<file path="src/rtl/gpio_irq_pkg.sv">
package gpio_irq_pkg;

    localparam int REG_IDX_W = 3;

    typedef enum logic [REG_IDX_W-1:0] {
        IDX_KIND   = 3'd0,
        IDX_SENSE  = 3'd1,
        IDX_BOTH   = 3'd2,
        IDX_UNMASK = 3'd3,
        IDX_SETMSK = 3'd4,
        IDX_MASK   = 3'd5,
        IDX_STATUS = 3'd6,
        IDX_RSVD   = 3'd7
    } reg_idx_e;

endpackage

</file>
<file path="src/rtl/gpio_irq_bank.sv">
module gpio_irq_bank
    import gpio_irq_pkg::*;
#(
    parameter int W = 32
) (
    input  logic         clk,
    input  logic         rst_n,
    input  logic         wr_en,
    input  reg_idx_e     wr_idx,
    input  logic [W-1:0] wr_data,
    input  logic [W-1:0] pin_i,
    output logic [W-1:0] kind_o,
    output logic [W-1:0] sense_o,
    output logic [W-1:0] both_o,
    output logic [W-1:0] mask_o,
    output logic [W-1:0] stat_o,
    output logic         pend_o
);

    typedef struct packed {
        logic [W-1:0] kind;
        logic [W-1:0] sense;
        logic [W-1:0] both;
        logic [W-1:0] mask;
        logic [W-1:0] stat;
        logic [W-1:0] prev;
    } bank_st_t;

    bank_st_t st_d, st_q;
    logic [W-1:0] rise_w, fall_w, edge_hit_w, lvl_hit_w, det_w, clr_w;

    always_comb begin
        rise_w     = pin_i & ~st_q.prev;
        fall_w     = ~pin_i & st_q.prev;
        edge_hit_w = (st_q.both & (rise_w | fall_w))
                   | (~st_q.both & st_q.sense & rise_w)
                   | (~st_q.both & ~st_q.sense & fall_w);
        lvl_hit_w  = ~(pin_i ^ st_q.sense);
        det_w      = (st_q.kind & edge_hit_w) | (~st_q.kind & lvl_hit_w);

        st_d      = st_q;
        st_d.prev = pin_i;
        clr_w     = '0;
        if (wr_en) begin
            case (wr_idx)
                IDX_KIND:   st_d.kind  = wr_data;
                IDX_SENSE:  st_d.sense = wr_data;
                IDX_BOTH:   st_d.both  = wr_data;
                IDX_UNMASK: st_d.mask  = st_q.mask & ~wr_data;
                IDX_SETMSK: st_d.mask  = st_q.mask | wr_data;
                IDX_STATUS: clr_w      = wr_data;
                default:    ;
            endcase
        end
        st_d.stat = (st_q.stat & ~clr_w) | det_w;
    end

    always_ff @(posedge clk or negedge rst_n) begin
        if (!rst_n) begin
            st_q.kind  <= '0;
            st_q.sense <= '0;
            st_q.both  <= '0;
            st_q.mask  <= '1;
            st_q.stat  <= '0;
            st_q.prev  <= '0;
        end else begin
            st_q <= st_d;
        end
    end

    assign kind_o  = st_q.kind;
    assign sense_o = st_q.sense;
    assign both_o  = st_q.both;
    assign mask_o  = st_q.mask;
    assign stat_o  = st_q.stat;
    assign pend_o  = |(st_q.stat & ~st_q.mask);

    a_r1_reset_state: assert property (@(posedge clk)
        $rose(rst_n) |-> ((&st_q.mask) && (st_q.stat == '0)));

    a_r4_mask_write_only: assert property (@(posedge clk) disable iff (!rst_n)
        !(wr_en && (wr_idx == IDX_UNMASK || wr_idx == IDX_SETMSK)) |=> $stable(st_q.mask));

    a_r3_unmask_clears: assert property (@(posedge clk) disable iff (!rst_n)
        (wr_en && wr_idx == IDX_UNMASK) |=> ((st_q.mask & $past(wr_data)) == '0));

    a_r8_status_sticky: assert property (@(posedge clk) disable iff (!rst_n)
        !(wr_en && wr_idx == IDX_STATUS) |=> ((st_q.stat & $past(st_q.stat)) == $past(st_q.stat)));

    a_r7_level_sets: assert property (@(posedge clk) disable iff (!rst_n)
        1'b1 |=> ((st_q.stat & $past(~st_q.kind & ~(pin_i ^ st_q.sense)))
                  == $past(~st_q.kind & ~(pin_i ^ st_q.sense))));

    a_r6_any_edge_sets: assert property (@(posedge clk) disable iff (!rst_n)
        1'b1 |=> ((st_q.stat & $past(st_q.kind & st_q.both & (pin_i ^ st_q.prev)))
                  == $past(st_q.kind & st_q.both & (pin_i ^ st_q.prev))));

endmodule

</file>
<file path="src/rtl/gpio_irq_bus.sv">
module gpio_irq_bus
    import gpio_irq_pkg::*;
#(
    parameter int NUM_BANKS = 4,
    parameter int W         = 32,
    parameter int BANK_AW   = 2
) (
    input  logic                   bus_wr,
    input  logic [BANK_AW+REG_IDX_W-1:0] bus_addr,
    input  logic [NUM_BANKS*W-1:0] kind_all,
    input  logic [NUM_BANKS*W-1:0] sense_all,
    input  logic [NUM_BANKS*W-1:0] both_all,
    input  logic [NUM_BANKS*W-1:0] mask_all,
    input  logic [NUM_BANKS*W-1:0] stat_all,
    output reg_idx_e               idx_o,
    output logic [NUM_BANKS-1:0]   bank_wr_o,
    output logic [W-1:0]           rdata_o
);

    logic [BANK_AW-1:0] bank_sel_w;

    assign bank_sel_w = bus_addr[BANK_AW+REG_IDX_W-1:REG_IDX_W];
    assign idx_o      = reg_idx_e'(bus_addr[REG_IDX_W-1:0]);

    always_comb begin
        bank_wr_o = '0;
        rdata_o   = '0;
        for (int b = 0; b < NUM_BANKS; b++) begin
            if (bank_sel_w == BANK_AW'(b)) begin
                bank_wr_o[b] = bus_wr;
                case (idx_o)
                    IDX_KIND:   rdata_o = kind_all[b*W +: W];
                    IDX_SENSE:  rdata_o = sense_all[b*W +: W];
                    IDX_BOTH:   rdata_o = both_all[b*W +: W];
                    IDX_MASK:   rdata_o = mask_all[b*W +: W];
                    IDX_STATUS: rdata_o = stat_all[b*W +: W];
                    default:    rdata_o = '0;
                endcase
            end
        end
    end

endmodule

</file>
<file path="src/rtl/gpio_irq_top.sv">
module gpio_irq_top
    import gpio_irq_pkg::*;
#(
    parameter int NUM_BANKS = 4,
    parameter int BANK_W    = 32,
    parameter int BANK_AW   = (NUM_BANKS > 1) ? $clog2(NUM_BANKS) : 1
) (
    input  logic                        clk,
    input  logic                        rst_n,
    input  logic                        bus_wr,
    input  logic [BANK_AW+2:0]          bus_addr,
    input  logic [BANK_W-1:0]           bus_wdata,
    output logic [BANK_W-1:0]           bus_rdata,
    input  logic [NUM_BANKS*BANK_W-1:0] pin_i,
    output logic                        irq_o
);

    localparam int TOTAL_W = NUM_BANKS * BANK_W;

    reg_idx_e             idx_w;
    logic [NUM_BANKS-1:0] bank_wr_w;
    logic [NUM_BANKS-1:0] pend_w;
    logic [TOTAL_W-1:0]   kind_all, sense_all, both_all, mask_all, stat_all;

    gpio_irq_bus #(
        .NUM_BANKS (NUM_BANKS),
        .W         (BANK_W),
        .BANK_AW   (BANK_AW)
    ) u_bus (
        .bus_wr    (bus_wr),
        .bus_addr  (bus_addr),
        .kind_all  (kind_all),
        .sense_all (sense_all),
        .both_all  (both_all),
        .mask_all  (mask_all),
        .stat_all  (stat_all),
        .idx_o     (idx_w),
        .bank_wr_o (bank_wr_w),
        .rdata_o   (bus_rdata)
    );

    for (genvar b = 0; b < NUM_BANKS; b++) begin : g_bank
        gpio_irq_bank #(.W(BANK_W)) u_bank (
            .clk     (clk),
            .rst_n   (rst_n),
            .wr_en   (bank_wr_w[b]),
            .wr_idx  (idx_w),
            .wr_data (bus_wdata),
            .pin_i   (pin_i[b*BANK_W +: BANK_W]),
            .kind_o  (kind_all[b*BANK_W +: BANK_W]),
            .sense_o (sense_all[b*BANK_W +: BANK_W]),
            .both_o  (both_all[b*BANK_W +: BANK_W]),
            .mask_o  (mask_all[b*BANK_W +: BANK_W]),
            .stat_o  (stat_all[b*BANK_W +: BANK_W]),
            .pend_o  (pend_w[b])
        );
    end

    assign irq_o = |pend_w;

    a_r10_all_masked_quiet: assert property (@(posedge clk) disable iff (!rst_n)
        (&mask_all) |-> !irq_o);

    a_r10_unmasked_status_fires: assert property (@(posedge clk) disable iff (!rst_n)
        ((stat_all & ~mask_all) != '0) |-> irq_o);

    a_r11_single_bank_write: assert property (@(posedge clk) disable iff (!rst_n)
        $onehot0(bank_wr_w));

endmodule

</file>
<file path="config.mk">
export PLATFORM = sky130hd
export DESIGN_NAME = gpio_irq_top
export DESIGN_NICKNAME = d
export VERILOG_FILES = /design/src/rtl/gpio_irq_pkg.sv /design/src/rtl/gpio_irq_bank.sv /design/src/rtl/gpio_irq_bus.sv /design/src/rtl/gpio_irq_top.sv
export SDC_FILE = /design/constraint.sdc
export NUM_CORES = 1
export LEC_CHECK = 0
export ABC_AREA = 1
export BUFFER_PORTS_ARGS = -buffer_cell sky130_fd_sc_hd__buf_4
export CAP_MARGIN = 0
export CORE_ASPECT_RATIO = 1.75
export CORE_MARGIN = 2
export CORE_UTILIZATION = 48
export CTS_CLUSTER_SIZE = 8
export DETAILED_ROUTE_END_ITERATION = 10
export PLACE_DENSITY = 0.67
export RECOVER_POWER = 100
export SLEW_MARGIN = 5
export SYNTH_ARGS = -nofsm -noshare
export SYNTH_HDL_FRONTEND = slang
export SYNTH_HIERARCHICAL = 1
export SYNTH_SLANG_ARGS = --single-unit
export TNS_END_PERCENT = 50
</file>
<file path="constraint.sdc">
create_clock -name clk -period 1.9 [get_ports clk]
set_input_delay 0.38 -clock clk [delete_from_list [all_inputs] [get_ports clk]]
set_output_delay 0.38 -clock clk [all_outputs]
set_load 0.005 [all_outputs]
</file>
# After elaboration in Yosys (flattened, before gate mapping)
# Index checks and enable logic that the tools add are counted.
[totals]
in_bits = 168
ff_bits = 768
wordCells = 183
[classes]
mux = 21
n_reduce_logical = 20
eq_ne = 9
bitwise_logic = 109
[ops]
columns = ["cell", "count"]
rows = [
  ["32-bit AND", 48],
  ["32-bit NOT", 33],
  ["32-bit OR", 24],
  ["32-bit one-hot mux with 5 select lines", 4],
  ["32-bit 2-to-1 mux", 9],
  ["32-bit one-hot mux with 2 select lines", 4],
  ["128-bit OR reduction", 1],
  ["32-bit XOR", 4],
  ["2-bit AND reduction", 16],
  ["3-bit == test, second input constant", 3],
  ["3-bit by 2-bit == test with 1-bit output, second input constant", 2],
  ["2-bit == test, second input constant", 2],
  ["1-bit 2-to-1 mux", 4],
  ["3-bit by 1-bit == test with 1-bit output, second input constant", 1],
  ["3-bit zero test", 1],
  ["2-bit by 1-bit == test with 1-bit output, second input constant", 1],
  ["2-bit zero test", 1],
  ["2-bit nonzero test", 1],
]

# Depth between registers and ports, before layout
# Gate-level depths: netlist of the first run.
[depth]
ltp_word = 9
ltp_mapped = 13
ltp_nobuf = 11

# Modules after synthesis
# Netlist of the first run, hierarchy kept.
[modules_own_cells]
columns = ["mod", "cells_per_inst", "instances", "seq_area_each_um2", "area_each_um2"]
rows = [
  ["gpio_irq_bank", 1254, 4, 4844.6, 10572.6],
  ["gpio_irq_bus", 1529, 1, 0.0, 6387.4],
  ["gpio_irq_top", 3, 1, 0.0, 11.3],
]

# Worst setup path after synthesis of the first run
# No wires, ideal clock.
[synth_timing]
kind = "input-to-reg"
startpoint = "input bus_addr[4]"
endpoint = "register g_bank[2].u_bank.st_q (netlist bit g_bank[2].u_bank/stat_o[10])"
arrival_ns = 1.827
path_slack_ns = -0.056
n_path_buf = 3
setup_ns = 0.129
stages = 10
cell_sequence = "buf_2 -> inv_1 -> nor2_1 -> inv_1 -> nor2_1 -> buf_4 -> clkbuf_1 -> nand2_1 -> o21ai_0 -> nand3_1"
[synth_lines]
columns = ["element", "line", "text"]
rows = [
  ["from (decl)", "gpio_irq_top.sv:11", "input logic [BANK_AW+2:0] bus_addr,"],
  ["to (signal assigned)", "gpio_irq_bank.sv:67", "st_q <= st_d;"],
  ["to (decl)", "gpio_irq_bank.sv:29", "bank_st_t st_d, st_q;"],
]

==> metrics.md, run 1 <==
| Metric | Value |
|---|---|
| Setup violators final | `about 230` |
| Reg power frac | `~43%` |
| Commonest cells in the synthesized netlist | `nand2_1 (1,732), o21ai_0 (1,092), inv_1 (825)` |
| Setup slack after layout | `-0.759 ns` |
| Reg-to-reg endpoint | `g_bank[1].u_bank/stat_o[21]` |
| Synth Area in XOR/XNOR | `0%` |
| CP Capture Type | `primary output` |
| Synth area leaders | `dfrtp_1 (33%), nand2_1 (13%), o21ai_0 (11%)` |
| Syn Nets | `between 6k and 7k` |
| Std cell rows | `154` |
| Initial antenna violation count | `10` |
| Worst hold path depth | `3` |
| Async SR Flop Fraction | `100%` |
| M1 GR Usage | `36.9%` |
| Yosys reg bits | `between 700 and 800` |
| Buffers on Ports | `200` |
| Met3 usage in global routing | `roughly 6.2%` |
| Met2 Use GR | `51.8%` |
| CP Class | `reg -> out` |
| Reg2reg setup slack | `0.71 ns` |
| Synth Area per Inst | `between 7 and 8 µm²` |
| Routed Antenna Nets | `0` |
| Relative max-transition margin | `~33%` |
| Power per Cell Area | `just under 900 nW/µm²` |
| Min cycle time layout | `2.66 ns` |
| EDFF count, synth | `0` |
| Die Area | `~100,000 µm²` |
| Global-route usage over all layers | `32.0%` |
| Main combinational cell family by area after synthesis | `simple AND/OR/NAND/NOR gates` |
| DR vias/cell | `5.39` |
| Max Slew Vio Count | `0` |
| Clk_skew | `0.0293 ns` |
| VDD IR max | `roughly 0.00076 V` |
| Number of DRC markers in iteration 0 | `between 3k and 4k` |
| Clock sink count | `between 700 and 800` |
| Library cells used by synthesis | `28` |
| Adder-cell share of the synthesized area | `approximately 6.6%` |
| Die X | `245 µm` |
| Total Wirelength | `~170 mm` |
| Most frequent cell after synthesis | `nand2_1` |
| Net Sw Frac | `around a third` |
| CTS buffer count | `106` |
| Worst endpoint required time | `around 1.5 ns` |
| Comb power frac | `between 20% and 30%` |
| Period utilization | `140%` |
| Min-delay worst type | `in -> reg` |
| I/O pins | `around 200` |
| GRT overflow | `0` |
| Placed wire-length estimate | `roughly 120 mm` |
| Worst-path clk slew | `0.05 ns` |
| Largest net degree at the start of global routing | `73` |
| Total of max-cap violations | `0` |
| Final Hold Viols | `0` |
| Via count | `between 40k and 50k` |
| Final design utilization | `55.3%` |
| Worst-path maximum fanout | `2` |
| CTS tree | `built` |
| Max Root-Sink Buffers | `3` |
| Leakage | `27.4 nW` |
| Cell taking the most area after synthesis | `dfrtp_1` |
| DRC viols | `0` |
| Filler cells | `9,522` |
| Worst skew pair latency | `about 0.73 ns` |
| Busiest layer in global routing | `met2` |
| DP Worst Slack | `-0.997 ns` |
| Clock power frac | `roughly 37%` |
| Pre-Repair DR Iteration Count | `6` |
| H-tree depth | `3` |
| Placed instance area | `slightly above 50,000 µm²` |
| Crit start category | `flip-flop` |
| Initial Util | `around half` |
| Post-layout nets | `7,048` |
| Synth Area in Simple Gates | `between 10% and 20%` |
| Failing checks | `negative setup slack` |
| Post-synthesis sequential area ratio | `between 30% and 40%` |
| Final instance area | `55,700 µm²` |
| Compound-Gate Fraction of Synth Area | `15.4%` |
| Area grow syn2layout | `14.3%` |
| Min-delay src | `bus_wdata[26]` |
| Synth warnings | `6` |
| Mux cell area share after synthesis | `0%` |
| Root Buffer | `clkbuf_16` |
| Reg2reg start | `g_bank[1].u_bank/st_q[21]` |
| Average wire per standard cell | `about 21 µm` |
| Main synth FF type | `dfrtp_1` |
| RSZ-0062 raised after global routing | `yes` |
| Routability cong. | `approximately 0.95` |
| Share of layout cells above drive strength 1 | `about 16%` |
| CP Data Arrival Time | `about 2.3 ns` |
| First-pass GRT wire length | `roughly 250 mm` |
| Post-synth top area share | `32.9%` |
| Cell count after synthesis | `6,548` |
| Sw power | `about 16 mW` |
| Core area | `between 100,000 and 150,000 µm²` |
| Setup TNS | `-29.92 ns` |
| Fmax | `roughly 380 MHz` |
| Internal power | `33.5 mW` |
| Die Y | `425 µm` |
| Measured slew at the worst slew-check pin | `1.01 ns` |
| Outcome | `complete, but fails checks` |
| Vias in the first global route | `between 40k and 50k` |
| Post-synthesis cell area | `a little under 50,000 µm²` |
| R2r worst-path depth | `6` |
-- final cells by class --
type	count	area (µm²)	share of cell area, %
Clock buffer	187	2960	5.31
Sequential cell	768	19400	34.8
Tap cell	1326	1660	2.98
Antenna cell	3	7.51	0.0135
Timing Repair Buffer	840	7140	12.8
Inverter	833	3140	5.65
Multi-Input combinational cell	4075	21300	38.2
Clock inverter	6	86.3	0.155
-- metrics by stage --
step	power, mW	instances	hold WS, ns
global route	51.7	8037	0.0627
CTS	49.3	8031	0.0161
detailed placement	30.7	7707	0.305
floorplan	28.4	6548	0.0844
global placement	30.4	7707	0.302
finish	49.3	8038	0.0699
-- cell families (layout without fill, tap and decap cells) --
kind of cell    Yosys count  count (layout)
simple gates           2381            2381
buf+inv                1705            1866
compound gates         1438            1438
flops                   768             768
fa+ha+maj               256             256
other cells               0               3
-- power by group through the flow --
stage / registers [mW] / clock network (mW) / logic (mW)
after floorplan: 20.7 / 0 / 7.74
after global placement: 21.2 / 0 / 9.11
after detailed placement: 21.3 / 0 / 9.40
after CTS: 21.1 / 18.2 / 9.98
after global routing: 21.5 / 18.9 / 11.4
final: 21.2 / 18.0 / 10.1
-- worst max-delay path: stages, from the launching register on --
cell and delay [ns]:
dfstp_2 0.53, inv_2 0.04, nand2_2 0.05, o21ai_2 0.06, nor2_1 0.12, nand2_1 0.12
nor2_2 0.13, nand2_2 0.10, nor2_2 0.10, buf_6 0.13, nand2_4 0.06, buf_6 0.12
-- layout by cell type, fill, tap and decap left out, types with 11 or more instances in the layout --
cell	n
a21boi_0	128
a21oi_1	171
buf_12	63
buf_4	400
buf_6	72
clkbuf_1	226
clkbuf_16	106
clkbuf_2	15
clkbuf_4	12
dfrtp_1	640
dfstp_2	128
dlygate4sd3_1	129
ha_1	256
inv_1	791
inv_2	32
nand2_1	1596
nand2_2	106
nand2_4	38
nand3_1	345
nand3_2	16
nand4_1	22
nor2_1	202
nor2_2	27
nor2_4	11
o21ai_0	1058
o21ai_1	46
o21ai_2	14
-- worst max path at each step --
stage / start / cells after the start / slack, ns / endpoint
after floorplan: bus_addr[3] / 11 / -0.05 / g_bank[1].u_bank/both_o[20]
after global placement: bus_addr[1] / 12 / -0.98 / bus_rdata[14]
after detailed placement: bus_addr[1] / 12 / -1.0 / bus_rdata[14]
after CTS: flip-flop / 10 / -0.87 / irq_o
after global routing: flip-flop / 11 / -0.87 / irq_o
final: flip-flop / 11 / -0.76 / irq_o
-- per-layer routing --
metal | vias to the layer above | wire (µm)
li1 | 20362 | -
met5 | - | 71
met4 | 12 | 16300
met3 | 597 | 12700
met1 | 20499 | 61300
met2 | 1870 | 75800
-- timing repair --
action | in CTS | in global routing
hold endpoints to repair | 624 | 0
pin swaps | 81 | 131
hold buffers | 129 | 0
gates resized for setup | 215 | 200
cloned | 0 | 0
setup buffers | 4 | 6
setup endpoints to repair | 33 | 33
Power figures use the tool's default switching activity.
==> inputs of run 2 (changes only) <==
--- a/config.mk
+++ b/config.mk
@@ -18,6 +18,5 @@
 export SLEW_MARGIN = 5
 export SYNTH_ARGS = -nofsm -noshare
 export SYNTH_HDL_FRONTEND = slang
-export SYNTH_HIERARCHICAL = 1
 export SYNTH_SLANG_ARGS = --single-unit
 export TNS_END_PERCENT = 50
==> run 2 against run 1 <==
The run still ends with negative setup slack left; sequential share of layout area is 1.9 points higher; die area is 12% lower; final area is 5.1% lower.
==> metrics.md, run 2 <==
| Metric | Value |
|---|---|
| Core area | `87,900 µm² (-13%)` |
| Failing checks | `negative setup slack` |
| Main synth FF type | `dfrtp_1` |
| Root Buffer | `clkbuf_16` |
| Vias in the first global route | `41.4k (-3.7%)` |
| Std cell rows | `144 (-6.5%)` |
| Max Root-Sink Buffers | `3 (unchanged)` |
| Commonest non-fill, non-tap cell in the layout | `nand2_1` |
| Post-synth top area share | `37.6% (+4.7 points)` |
| Buffers on Ports | `200 (unchanged)` |
| Final Hold Viols | `0 (unchanged)` |
| Min cycle time layout | `2.74 ns (+0.0791 ns)` |
| Post-layout nets | `6,478 (-8.1%)` |
| Global-route usage over all layers | `34.6% (+2.6 points)` |
| DR vias/cell | `5.67 (+5.1%)` |
| Die X | `229 µm (-6.4%)` |
| Reg2reg start | `g_bank[3].u_bank.st_q[1]` |
| I/O pins | `201 (unchanged)` |
| Clk_skew | `0.0211 ns (-0.00825 ns)` |
| Placed wire-length estimate | `108 mm (-8.9%)` |
| Share of layout cells above drive strength 1 | `13.7% (-2.4 points)` |
| Filler cells | `8,037 (-16%)` |
| Setup violators final | `487 (+110%)` |
| Die Area | `91,100 µm² (-12%)` |
| Internal power | `32.2 mW (-3.9%)` |
| Worst Setup SP | `bus_addr[3]` |
| Placed instance area | `48,400 µm² (-4.8%)` |
| Comb power frac | `16.8% (-3.8 points)` |
| Fmax | `365 MHz (-2.9%)` |
| Post-synthesis sequential area ratio | `45.5% (+5.7 points)` |
| Library cells used by synthesis | `29 (+3.6%)` |
| Net Sw Frac | `30.3% (-1.6 points)` |
| Commonest cells in the synthesized netlist | `nand2_1 (1,491), o21ai_0 (833), inv_1 (689)` |
| Critical Path Sink | `bus_rdata[20]` |
| Total of max-cap violations | `0 (unchanged)` |
| Area grow syn2layout | `24.1%` |
| RSZ-0062 raised after global routing | `yes` |
| Average wire per standard cell | `21.6 µm (+4.5%)` |
| Largest net degree at the start of global routing | `105 (+44%)` |
| Sw power | `14.0 mW (-11%)` |
| Outcome | `complete, but fails checks` |
| CTS tree | `built` |
| Synth area leaders | `dfrtp_1 (38%), nand2_1 (13%), o21ai_0 (9.8%)` |
| Setup slack after layout | `-0.838 ns (-0.0791 ns)` |
| GRT overflow | `0 (unchanged)` |
| Synth Area per Inst | `7.75 µm² (+4.2%)` |
| Worst hold path depth | `6 (+3)` |
| Max Slew Vio Count | `0 (unchanged)` |
| Clock power frac | `38.9% (+2.4 points)` |
| Most frequent cell after synthesis | `nand2_1` |
| Leakage | `25.0 nW (-8.6%)` |
| Cell taking the most area after synthesis | `dfrtp_1` |
| CP Capture Type | `primary output` |
| Reg power frac | `44.3% (+1.3 points)` |
| Worst-path maximum fanout | `8 (+6)` |
| Power per Cell Area | `876 nW/µm² (-1.1%)` |
| H-tree depth | `3 (unchanged)` |
| Async SR Flop Fraction | `100% (unchanged)` |
| R2r worst-path depth | `4 (-2)` |
| CTS buffer count | `105 (-0.94%)` |
| Measured slew at the worst slew-check pin | `1.08 ns (+0.0712 ns)` |
| VDD IR max | `0.000717 V (-5.8%)` |
| Relative max-transition margin | `28.2% (-4.7 points)` |
| Final design utilization | `60.1% (+4.7 points)` |
| Synth warnings | `0 (-6)` |
| CP Data Arrival Time | `2.36 ns (+0.08 ns)` |
| Crit start category | `primary input` |
| Cell count after synthesis | `5,493 (-16%)` |
| Routability cong. | `0.919 (-2.7%)` |
| Die Y | `398 µm (-6.5%)` |
| Commonest cells after routing, fill and taps aside | `nand2_1 (1,436), o21ai_0 (777), inv_1 (677), dfrtp_1 (639), buf_4 (260)` |
| Worst skew pair latency | `0.71 ns (-0.02 ns)` |
| First-pass GRT wire length | `241 mm (-4.7%)` |
| Via count | `41.5k (-4.3%)` |
| Worst endpoint required time | `1.52 ns (about the same)` |
| Worst-path clk slew | `0.05 ns (about the same)` |
| DRC viols | `0 (unchanged)` |
| Number of DRC markers in iteration 0 | `3,666 (-1.5%)` |
| DP Worst Slack | `-0.574 ns (+0.423 ns)` |
| Pre-Repair DR Iteration Count | `6 (unchanged)` |
| Post-synthesis cell area | `42,600 µm² (-13%)` |
| Initial Util | `48.4% (about the same)` |
| Period utilization | `144% (+4.2 points)` |
| Total Wirelength | `158 mm (-4.9%)` |
| Clock sink count | `768 (unchanged)` |
| CP Class | `in -> out` |
| Reg2reg setup slack | `0.65 ns (-0.06 ns)` |
| Initial antenna violation count | `9 (-1)` |
| Syn Nets | `5,917 (-15%)` |
| Min-delay worst type | `in -> reg` |
| Routed Antenna Nets | `0 (unchanged)` |
| Yosys reg bits | `768 (unchanged)` |
| Reg-to-reg endpoint | `g_bank[3].u_bank.stat_o[1]` |
| Final instance area | `52,800 µm² (-5.1%)` |
| EDFF count, synth | `0 (unchanged)` |
==> run 2: changes by cell type after synthesis, sizes merged, moves of 93 or more <==
cell / change
buf: -667
nand2: -242
nand3: -164
inv: -130
a21boi: -128
o211ai: +110
o21ai: -93
==> run 2: critical path, stage by stage <==
cell and delay (ns):
clkbuf_1 0.75, clkbuf_1 0.21, inv_2 0.13, buf_4 0.24, a21oi_1 0.13, nand3_1 0.08
nand2_1 0.09, o21ai_1 0.07, buf_4 0.14, buf_6 0.11
==> run 2: cell families (layout without fill, tap and decap cells) <==
kind of cell | Yosys count | after routing | synth area share [%]
mux | 35 | 35 | 0.926
compound gates | 1373 | 1373 | 16.9
simple gates | 2063 | 2063 | 19.6
other cells | 0 | 9 | 0
buf+inv | 958 | 1605 | 8.63
flops | 768 | 768 | 45.5
fa+ha+maj | 256 | 256 | 7.53
xor+xnor | 40 | 40 | 0.823
==> run 2: final cells by class <==
class,count,area (µm²),share of cell area [%]
clock inverter,2,17.5,0.0332
inverter,703,2640,5.00
timing repair buffer,709,6310,11.9
multi-input combinational,3767,20000,37.8
sequential,768,19400,36.7
clock buffer,191,3040,5.75
antenna,9,22.5,0.0426
tap,1168,1460,2.77
==> run 2: worst min-delay path by stage <==
stage / from / to / slack, ns
after global routing: bus_wr / flip-flop / 0.33
after CTS: rst_n / g_bank[0].u_bank.kind_o[21] / 0.28
after global placement: rst_n / g_bank[2].u_bank.kind_o[25] / 0.43
after floorplan: rst_n / g_bank[0].u_bank.both_o[0] / 0.08
final: bus_wr / flip-flop / 0.32
after detailed placement: rst_n / g_bank[2].u_bank.kind_o[25] / 0.43
==> run 2: what timing repair did <==
| item | 4_1_cts | 5_1_grt |
|---|---|---|
| endpoints found under the hold margin | 772 | 0 |
| resized for setup | 162 | 66 |
| endpoints found under the setup margin | 33 | 33 |
| hold buffers | 161 | 0 |
| pin swaps | 91 | 55 |
| setup buffers | 2 | 4 |
==> run 2: layer usage <==
| metal | vias up | track usage [%] | share of wire (%) |
|---|---|---|---|
| li1 | 19027 | - | - |
| met1 | 19721 | 40.3 | 37 |
| met2 | 2005 | 57.4 | 47 |
| met3 | 707 | 6.41 | 8.3 |
| met4 | 12 | 24.9 | 8.1 |
| met5 | - | 0 | 0.047 |
==> run 2: per-stage QoR <==
step	setup TNS (ns)	hold WS (ns)	power [mW]	instances
detailed placement	-94.89	0.432	28.1	6951
global placement	-84.93	0.433	27.8	6951
finish	-76.01	0.318	46.3	7317
global route	-95.69	0.333	48.3	7310
CTS	-16.13	0.275	46.4	7305
floorplan	-0.0228	0.0844	24.4	5493
==> run 2: power groups by stage <==
stage	Combinational, mW	Sequential (mW)	Clock [mW]
3_3_place_gp	7.20	20.6	0
4_1_cts	7.85	20.5	18.1
2_1_floorplan	4.33	20.1	0
3_5_place_dp	7.43	20.7	0
5_1_grt	8.74	20.8	18.8
6_report	7.77	20.5	18.0
